`src/rtl/rt_sw_pkg.sv`:
```
// Package: shared widths, status-word bit positions and the word packer
// for the remote terminal status control block.
// Assumes a 16-bit status word with a 5-bit address field at the top.
package rt_sw_pkg;

    localparam int ADDR_W   = 5;
    localparam int SW_W     = 16;
    localparam int MC_W     = 5;

    // Bit positions inside the status word (bus-standard placement).
    localparam int POS_ME   = 10;
    localparam int POS_INST = 9;
    localparam int POS_SR   = 8;
    localparam int POS_SSF  = 2;
    localparam int POS_DBCA = 1;
    localparam int POS_TF   = 0;

    // Mode code that resets the terminal.
    localparam logic [MC_W-1:0] MC_RESET_TERM = 5'b01000;

    // Flag bits that feed one status word.
    typedef struct packed {
        logic me;
        logic sr;
        logic ssf;
        logic dbca;
        logic tf;
    } sw_flags_t;

    // Place the address and the flags; every other bit stays zero.
    function automatic logic [SW_W-1:0] sw_pack(input logic [ADDR_W-1:0] addr,
                                                input sw_flags_t        f);
        logic [SW_W-1:0] w;
        w                     = '0;
        w[SW_W-1 -: ADDR_W]   = addr;
        w[POS_ME]             = f.me;
        w[POS_SR]             = f.sr;
        w[POS_SSF]            = f.ssf;
        w[POS_DBCA]           = f.dbca;
        w[POS_TF]             = f.tf;
        return w;
    endfunction

endpackage

```
`src/rtl/rt_sw_fault_track.sv`:
```
// Sticky subsystem-fault tracker.
// Sets on a low subsystem-error level or a handshake-failure pulse and
// clears only on reset or a reset-terminal mode command; set wins.
// Assumes all inputs are synchronous to clk.
module rt_sw_fault_track
    import rt_sw_pkg::*;
(
    input  logic            clk,
    input  logic            rst_n,
    input  logic            sserr_n,
    input  logic            hs_fail,
    input  logic            mode_stb,
    input  logic [MC_W-1:0] mode_code,
    output logic            fault_d,
    output logic            fault_q
);

    logic set_req;
    logic clr_req;

    // Decode the set and clear conditions for this cycle.
    always_comb begin
        set_req = !sserr_n || hs_fail;
        clr_req = mode_stb && (mode_code == MC_RESET_TERM);
    end

    // Next fault value: a set request overrides a clear request.
    always_comb begin
        if (set_req) begin
            fault_d = 1'b1;
        end else if (clr_req) begin
            fault_d = 1'b0;
        end else begin
            fault_d = fault_q;
        end
    end

    // Hold the fault condition.
    always_ff @(posedge clk) begin
        if (!rst_n) begin
            fault_q <= 1'b0;
        end else begin
            fault_q <= fault_d;
        end
    end

endmodule

```
`src/rtl/rt_sw_merr_window.sv`:
```
// Message-error force window.
// A falling edge of the new-command indication clears the message-error
// flag and opens a window of WIN_CYC clock edges; a rising edge of the
// force request seen inside the window sets the flag.
// Assumes newcmd_n and merr_req are synchronous to clk.
module rt_sw_merr_window #(
    parameter int WIN_CYC = 50
) (
    input  logic clk,
    input  logic rst_n,
    input  logic newcmd_n,
    input  logic merr_req,
    output logic me_d,
    output logic me_q,
    output logic win_open
);

    localparam int CNT_W = (WIN_CYC < 1) ? 1 : $clog2(WIN_CYC + 1);
    localparam logic [CNT_W-1:0] CNT_LOAD = CNT_W'(WIN_CYC);

    logic             nc_q;
    logic             mr_q;
    logic             cmd_fall;
    logic             req_rise;
    logic [CNT_W-1:0] win_cnt;
    logic [CNT_W-1:0] win_cnt_d;

    // Edge detection on the command and request inputs.
    always_comb begin
        cmd_fall = nc_q && !newcmd_n;
        req_rise = merr_req && !mr_q;
        win_open = (win_cnt != '0);
    end

    // Window counter: reload on a new command, count down to zero.
    always_comb begin
        if (cmd_fall) begin
            win_cnt_d = CNT_LOAD;
        end else if (win_open) begin
            win_cnt_d = win_cnt - 1'b1;
        end else begin
            win_cnt_d = win_cnt;
        end
    end

    // Next message-error flag: cleared by a new command, set inside window.
    always_comb begin
        if (cmd_fall) begin
            me_d = 1'b0;
        end else if (req_rise && win_open) begin
            me_d = 1'b1;
        end else begin
            me_d = me_q;
        end
    end

    // Register edge history, window count and flag.
    always_ff @(posedge clk) begin
        if (!rst_n) begin
            nc_q    <= 1'b1;
            mr_q    <= 1'b1;
            win_cnt <= '0;
            me_q    <= 1'b0;
        end else begin
            nc_q    <= newcmd_n;
            mr_q    <= merr_req;
            win_cnt <= win_cnt_d;
            me_q    <= me_d;
        end
    end

endmodule

```
`src/rtl/rt_sw_flag_option.sv`:
```
// Optional flag control for the subsystem-flag and terminal-flag bits.
// With the group enabled (en_n low) the subsystem can load override
// values and select them; with it disabled the option inputs do nothing
// and the default rules apply.
// Assumes all inputs are synchronous to clk.
module rt_sw_flag_option (
    input  logic clk,
    input  logic rst_n,
    input  logic en_n,
    input  logic src_sel,
    input  logic nxt_ssf,
    input  logic nxt_tf,
    input  logic load,
    input  logic fault_d,
    input  logic tflag_n,
    output logic ssf_sel,
    output logic tf_sel
);

    logic ovr_ssf_q;
    logic ovr_tf_q;
    logic ovr_ssf_d;
    logic ovr_tf_d;
    logic use_ovr;

    // Next override contents: load only while the group is enabled.
    always_comb begin
        if (!en_n && load) begin
            ovr_ssf_d = nxt_ssf;
            ovr_tf_d  = nxt_tf;
        end else begin
            ovr_ssf_d = ovr_ssf_q;
            ovr_tf_d  = ovr_tf_q;
        end
    end

    // Choose between override values and the default flag rules.
    always_comb begin
        use_ovr = !en_n && src_sel;
        ssf_sel = use_ovr ? ovr_ssf_d : fault_d;
        tf_sel  = use_ovr ? ovr_tf_d  : !tflag_n;
    end

    // Hold the override register.
    always_ff @(posedge clk) begin
        if (!rst_n) begin
            ovr_ssf_q <= 1'b0;
            ovr_tf_q  <= 1'b0;
        end else begin
            ovr_ssf_q <= ovr_ssf_d;
            ovr_tf_q  <= ovr_tf_d;
        end
    end

endmodule

```
`src/rtl/rt_status_ctrl.sv`:
```
// Remote terminal status word control (top).
// Builds the current status register each clock from the subsystem
// discretes and the fault, message-error and flag-option submodules,
// copies it to the last status register on each response, and selects
// which of the two drives the status output.
// Assumes synchronous inputs and a clock of CLK_MHZ megahertz.
module rt_status_ctrl
    import rt_sw_pkg::*;
#(
    parameter int CLK_MHZ = 100,
    parameter int WIN_NS  = 500
) (
    input  logic              clk,
    input  logic              rst_n,
    input  logic [ADDR_W-1:0] rt_addr,
    input  logic              srq_n,
    input  logic              sserr_n,
    input  logic              hs_fail,
    input  logic              tflag_n,
    input  logic              dbc_acc_n,
    input  logic              dbc_cmd,
    output logic              dbc_grant,
    input  logic              mode_stb,
    input  logic [MC_W-1:0]   mode_code,
    input  logic              newcmd_n,
    input  logic              merr_req,
    input  logic              flag_ctl_en_n,
    input  logic              flag_src_sel,
    input  logic              nxt_ssf,
    input  logic              nxt_tf,
    input  logic              flag_load,
    input  logic              resp_stb,
    input  logic              last_sel,
    output logic [SW_W-1:0]   cur_status,
    output logic [SW_W-1:0]   last_status,
    output logic [SW_W-1:0]   status_word
);

    localparam int WIN_CYC = (CLK_MHZ * WIN_NS) / 1000;

    logic            fault_d;
    logic            fault_q;
    logic            me_d;
    logic            me_q;
    logic            win_open;
    logic            ssf_sel;
    logic            tf_sel;
    sw_flags_t       flags_d;
    logic [SW_W-1:0] cur_d;

    rt_sw_fault_track u_fault (
        .clk       (clk),
        .rst_n     (rst_n),
        .sserr_n   (sserr_n),
        .hs_fail   (hs_fail),
        .mode_stb  (mode_stb),
        .mode_code (mode_code),
        .fault_d   (fault_d),
        .fault_q   (fault_q)
    );

    rt_sw_merr_window #(
        .WIN_CYC (WIN_CYC)
    ) u_merr (
        .clk      (clk),
        .rst_n    (rst_n),
        .newcmd_n (newcmd_n),
        .merr_req (merr_req),
        .me_d     (me_d),
        .me_q     (me_q),
        .win_open (win_open)
    );

    rt_sw_flag_option u_opt (
        .clk     (clk),
        .rst_n   (rst_n),
        .en_n    (flag_ctl_en_n),
        .src_sel (flag_src_sel),
        .nxt_ssf (nxt_ssf),
        .nxt_tf  (nxt_tf),
        .load    (flag_load),
        .fault_d (fault_d),
        .tflag_n (tflag_n),
        .ssf_sel (ssf_sel),
        .tf_sel  (tf_sel)
    );

    // Gather the next flag values and pack the next current status word.
    always_comb begin
        flags_d.me   = me_d;
        flags_d.sr   = !srq_n;
        flags_d.ssf  = ssf_sel;
        flags_d.dbca = !dbc_acc_n;
        flags_d.tf   = tf_sel;
        cur_d        = sw_pack(rt_addr, flags_d);
    end

    // Current and last status registers.
    always_ff @(posedge clk) begin
        if (!rst_n) begin
            cur_status  <= '0;
            last_status <= '0;
        end else begin
            cur_status  <= cur_d;
            if (resp_stb) begin
                last_status <= cur_status;
            end
        end
    end

    // Bus-control request pulse, gated by the accept input.
    always_ff @(posedge clk) begin
        if (!rst_n) begin
            dbc_grant <= 1'b0;
        end else begin
            dbc_grant <= dbc_cmd && !dbc_acc_n;
        end
    end

    // Select the word returned on the bus.
    always_comb begin
        status_word = last_sel ? last_status : cur_status;
    end

endmodule

```
`config.mk`:
```
export PLATFORM = sky130hd
export DESIGN_NAME = rt_status_ctrl
export DESIGN_NICKNAME = d
export VERILOG_FILES = /design/src/rtl/rt_sw_pkg.sv /design/src/rtl/rt_sw_fault_track.sv /design/src/rtl/rt_sw_merr_window.sv /design/src/rtl/rt_sw_flag_option.sv /design/src/rtl/rt_status_ctrl.sv
export SDC_FILE = /design/constraint.sdc
export NUM_CORES = 1
export LEC_CHECK = 0
export BUFFER_PORTS_ARGS = -buffer_cell sky130_fd_sc_hd__buf_4
export CORE_ASPECT_RATIO = 0.9
export CORE_MARGIN = 3
export CORE_UTILIZATION = 35
export CTS_CLUSTER_SIZE = 25
export DETAILED_ROUTE_END_ITERATION = 6
export GPL_ROUTABILITY_DRIVEN = 0
export PLACE_DENSITY_LB_ADDON = 0.15
export SLEW_MARGIN = 30
export SYNTH_ARGS = -nofsm -noshare
export SYNTH_HDL_FRONTEND = slang
export SYNTH_SLANG_ARGS = --single-unit
```
`constraint.sdc`:
```
create_clock -name clk -period 2.35 [get_ports clk]
set_clock_uncertainty 0.2 [all_clocks]
set_input_delay 0.235 -clock clk [delete_from_list [all_inputs] [get_ports clk]]
set_output_delay 0.235 -clock clk [all_outputs]
set_load 0.01 [all_outputs]
```
==> metrics <==
status=finished, final reports clean; Largest stage delay, worst path=0.47 ns; Die W=73.1 microns; CP Launch Type=register; root buf cell=clkbuf_8; asr flop ratio synth=0%; Crit Path Class=register to register; Clock Latency Late Sink=0.28 ns; fin nets=244; Final period util=84.6%; CTS resizes=0; commonest non-fill, non-tap cell in the layout=buf_4; cell row count=21; CTS tree=built; final WL=3.28 mm; synthesis-stage register bit count=32; CP Buf/Inv Count=1; total number of vias=1219; stages on the worst setup path=5; Die Y-Extent=66.4 microns; final antenna-violating net count=0; largest family of logic cells by synthesized area=simple AND/OR/NAND/NOR gates; clk buf depth=2; area share of and/or/nand/nor cells after synthesis=16.5%; Slew Viols, Final=0; Non-Filler Instances=262; most frequent cells in the layout=buf_4 (59), dfxtp_1 (32), conb_1 (18), nor2_1 (15), mux2i_1 (12); final setup vio count=0; Hold Path Class=input pin to register; total global routing overflow=0; total CTS buffers=5; Via-to-Cell Ratio=4.65; Seq/Total Area, Yosys=45.2%; Crit Path Max Fanout=4; RSZ-0062 raised after global routing=false; Die ar.=4850 sq um; clk sink count=32; Hold Path Cell Cnt=3; layout cells sized above 1=36.6%; top cell family by delay on the critical path=compound AO/OA/AOI/OAI gates; average cell area after synthesis=9.90 sq um; Compound-Gate Fraction of Synth Area=8.13%; Most used DFF post-synth=dfxtp_1; Final Hold Fails=0; XOR/XNOR share of the synthesized area=0.618%; GRT Total Usage=14.4%; Max VDD drop=384 uV; wire per inst=12.5 microns; Crit. End Element=register; leakage=0.978 nW; Area growth syn-to-layout=44.3%; Syn. warnings=0; Critical Path AT=1.97 ns; min Tclk post-route=1.99 ns; antenna violations before repair=0; Placeable Area=3810 sq um; cells on worst reg2reg path=5; CP cell instances=inv_1, ha_1, or3b_2, o311a_1, a311oi_1; Placed Instances=243; CP max stage cell=or3b_2; Ports=77; distinct cell type count after synthesis=31; Post-CTS Setup Bufs=0; CP Data Required Time=2.33 ns; drt drc=0; Post-synth EDFFs=0; fmax=503 MHz; wire length of the first global-routing pass=5.27 mm; total power=1.42 mW; Clock transition at path regs=0.06 ns; number of I/O port buffers=58; total inserted antenna cells=0; CTS H-Tree Depth=2; PwrDens=694 nW/um^2; Post-Synth Adder-Cell Area=0.883%; Setup Total Neg Slack=0 ns; post-synthesis mux area share=16.4%; Starting Density=37.2%; dpl hpwl=2.44 mm; DR pass1 iterations=4; Cell Area, Synth=1420 sq um; Syn Inst Count=143; vias in the first global route=1167; Max Cap Viol=0; # hold bufs at CTS=11; 1st-iter DRT viols=45; largest net degree at the start of global routing=16
-- sequential cells by signal (all words and copies together), names as in the netlist --
register / flops
cur_status: 10
last_status: 10
u_merr.win_cnt: 6
dbc_grant: 1
u_fault.fault_q: 1
u_merr.mr_q: 1
u_merr.nc_q: 1
u_opt.ovr_ssf_q: 1
u_opt.ovr_tf_q: 1
-- final timing paths --
check,endpoint,start,slack [ns]
worst max-delay path,u_merr.win_cnt[1],u_merr.win_cnt[0],0.36
worst min-delay path,u_opt.ovr_ssf_q,nxt_ssf,0.004
worst max register to register,u_merr.win_cnt[1],u_merr.win_cnt[0],0.36
worst min register to register,u_fault.fault_q,u_fault.fault_q,0.29
-- metrics by stage --
step	worst slack (ns)	util [%]	cell area [sq um]	hold slack, ns
floorplan	0.547	-	1480	0.102
global placement	0.505	47.9	1830	0.187
detailed placement	0.394	47.9	1830	0.191
CTS	0.379	53.7	2040	0.000443
global route	0.250	53.7	2040	0.0171
finish	0.362	53.7	2040	0.00432
-- layout make-up --
cell class | count | area, sq um
Clock inverter | 2 | 35.0
Tap cell | 46 | 57.6
Fill cell | 351 | 1770
Inverter | 4 | 15.0
Multi-Input combinational cell | 102 | 671
Timing Repair Buffer | 70 | 553
Sequential cell | 32 | 641
Clock buffer | 6 | 72.6
-- layer usage --
| layer | vias to the layer above | track usage (%) | wire [microns] | share of wire [%] |
|---|---|---|---|---|
| met5 | - | 0 | 0 | 0 |
| met4 | 0 | 8.06 | 62 | 1.9 |
| met3 | 7 | 3.80 | 336 | 10 |
| met2 | 66 | 24.2 | 1510 | 46 |
| met1 | 546 | 16.2 | 1380 | 42 |
| li1 | 600 | - | - | - |
-- cell usage after synthesis (2+ instances only) --
cell | count | area share (%)
a211oi_1 | 3 | 1.6
a21oi_1 | 3 | 1.1
a31oi_1 | 3 | 1.3
and2_1 | 6 | 2.7
buf_4 | 19 | 10
clkbuf_1 | 3 | 0.79
dfxtp_1 | 32 | 45
inv_1 | 3 | 0.79
mux2_2 | 10 | 8.0
mux2i_1 | 12 | 8.5
nand2_1 | 3 | 0.79
nand2b_1 | 6 | 2.7
nor2_1 | 15 | 4.0
nor2b_1 | 3 | 1.3
o21ai_0 | 5 | 1.8
o31ai_1 | 2 | 1.1
-- where the power goes --
part | switching, mW | internal [mW]
Combinational | 0.135 | 0.157
Sequential | 0.0368 | 0.584
Clock | 0.192 | 0.314
-- worst min-delay path, cell delays in order --
cell	delay (ns)
buf_4	0.08
mux2i_1	0.05
nor2_1	0.08
-- cell families (layout without fill, tap and decap cells) --
group | count (synthesis) | in the layout
other | 1 | 18
DFF | 32 | 32
AOI/OAI and AO/OA | 18 | 18
adders and majority gates | 1 | 1
xor gates and xnor gates | 1 | 1
and+or+nand+nor | 42 | 42
muxes | 22 | 22
buffers and inverters | 26 | 82
(Power assumes the default switching activity.)
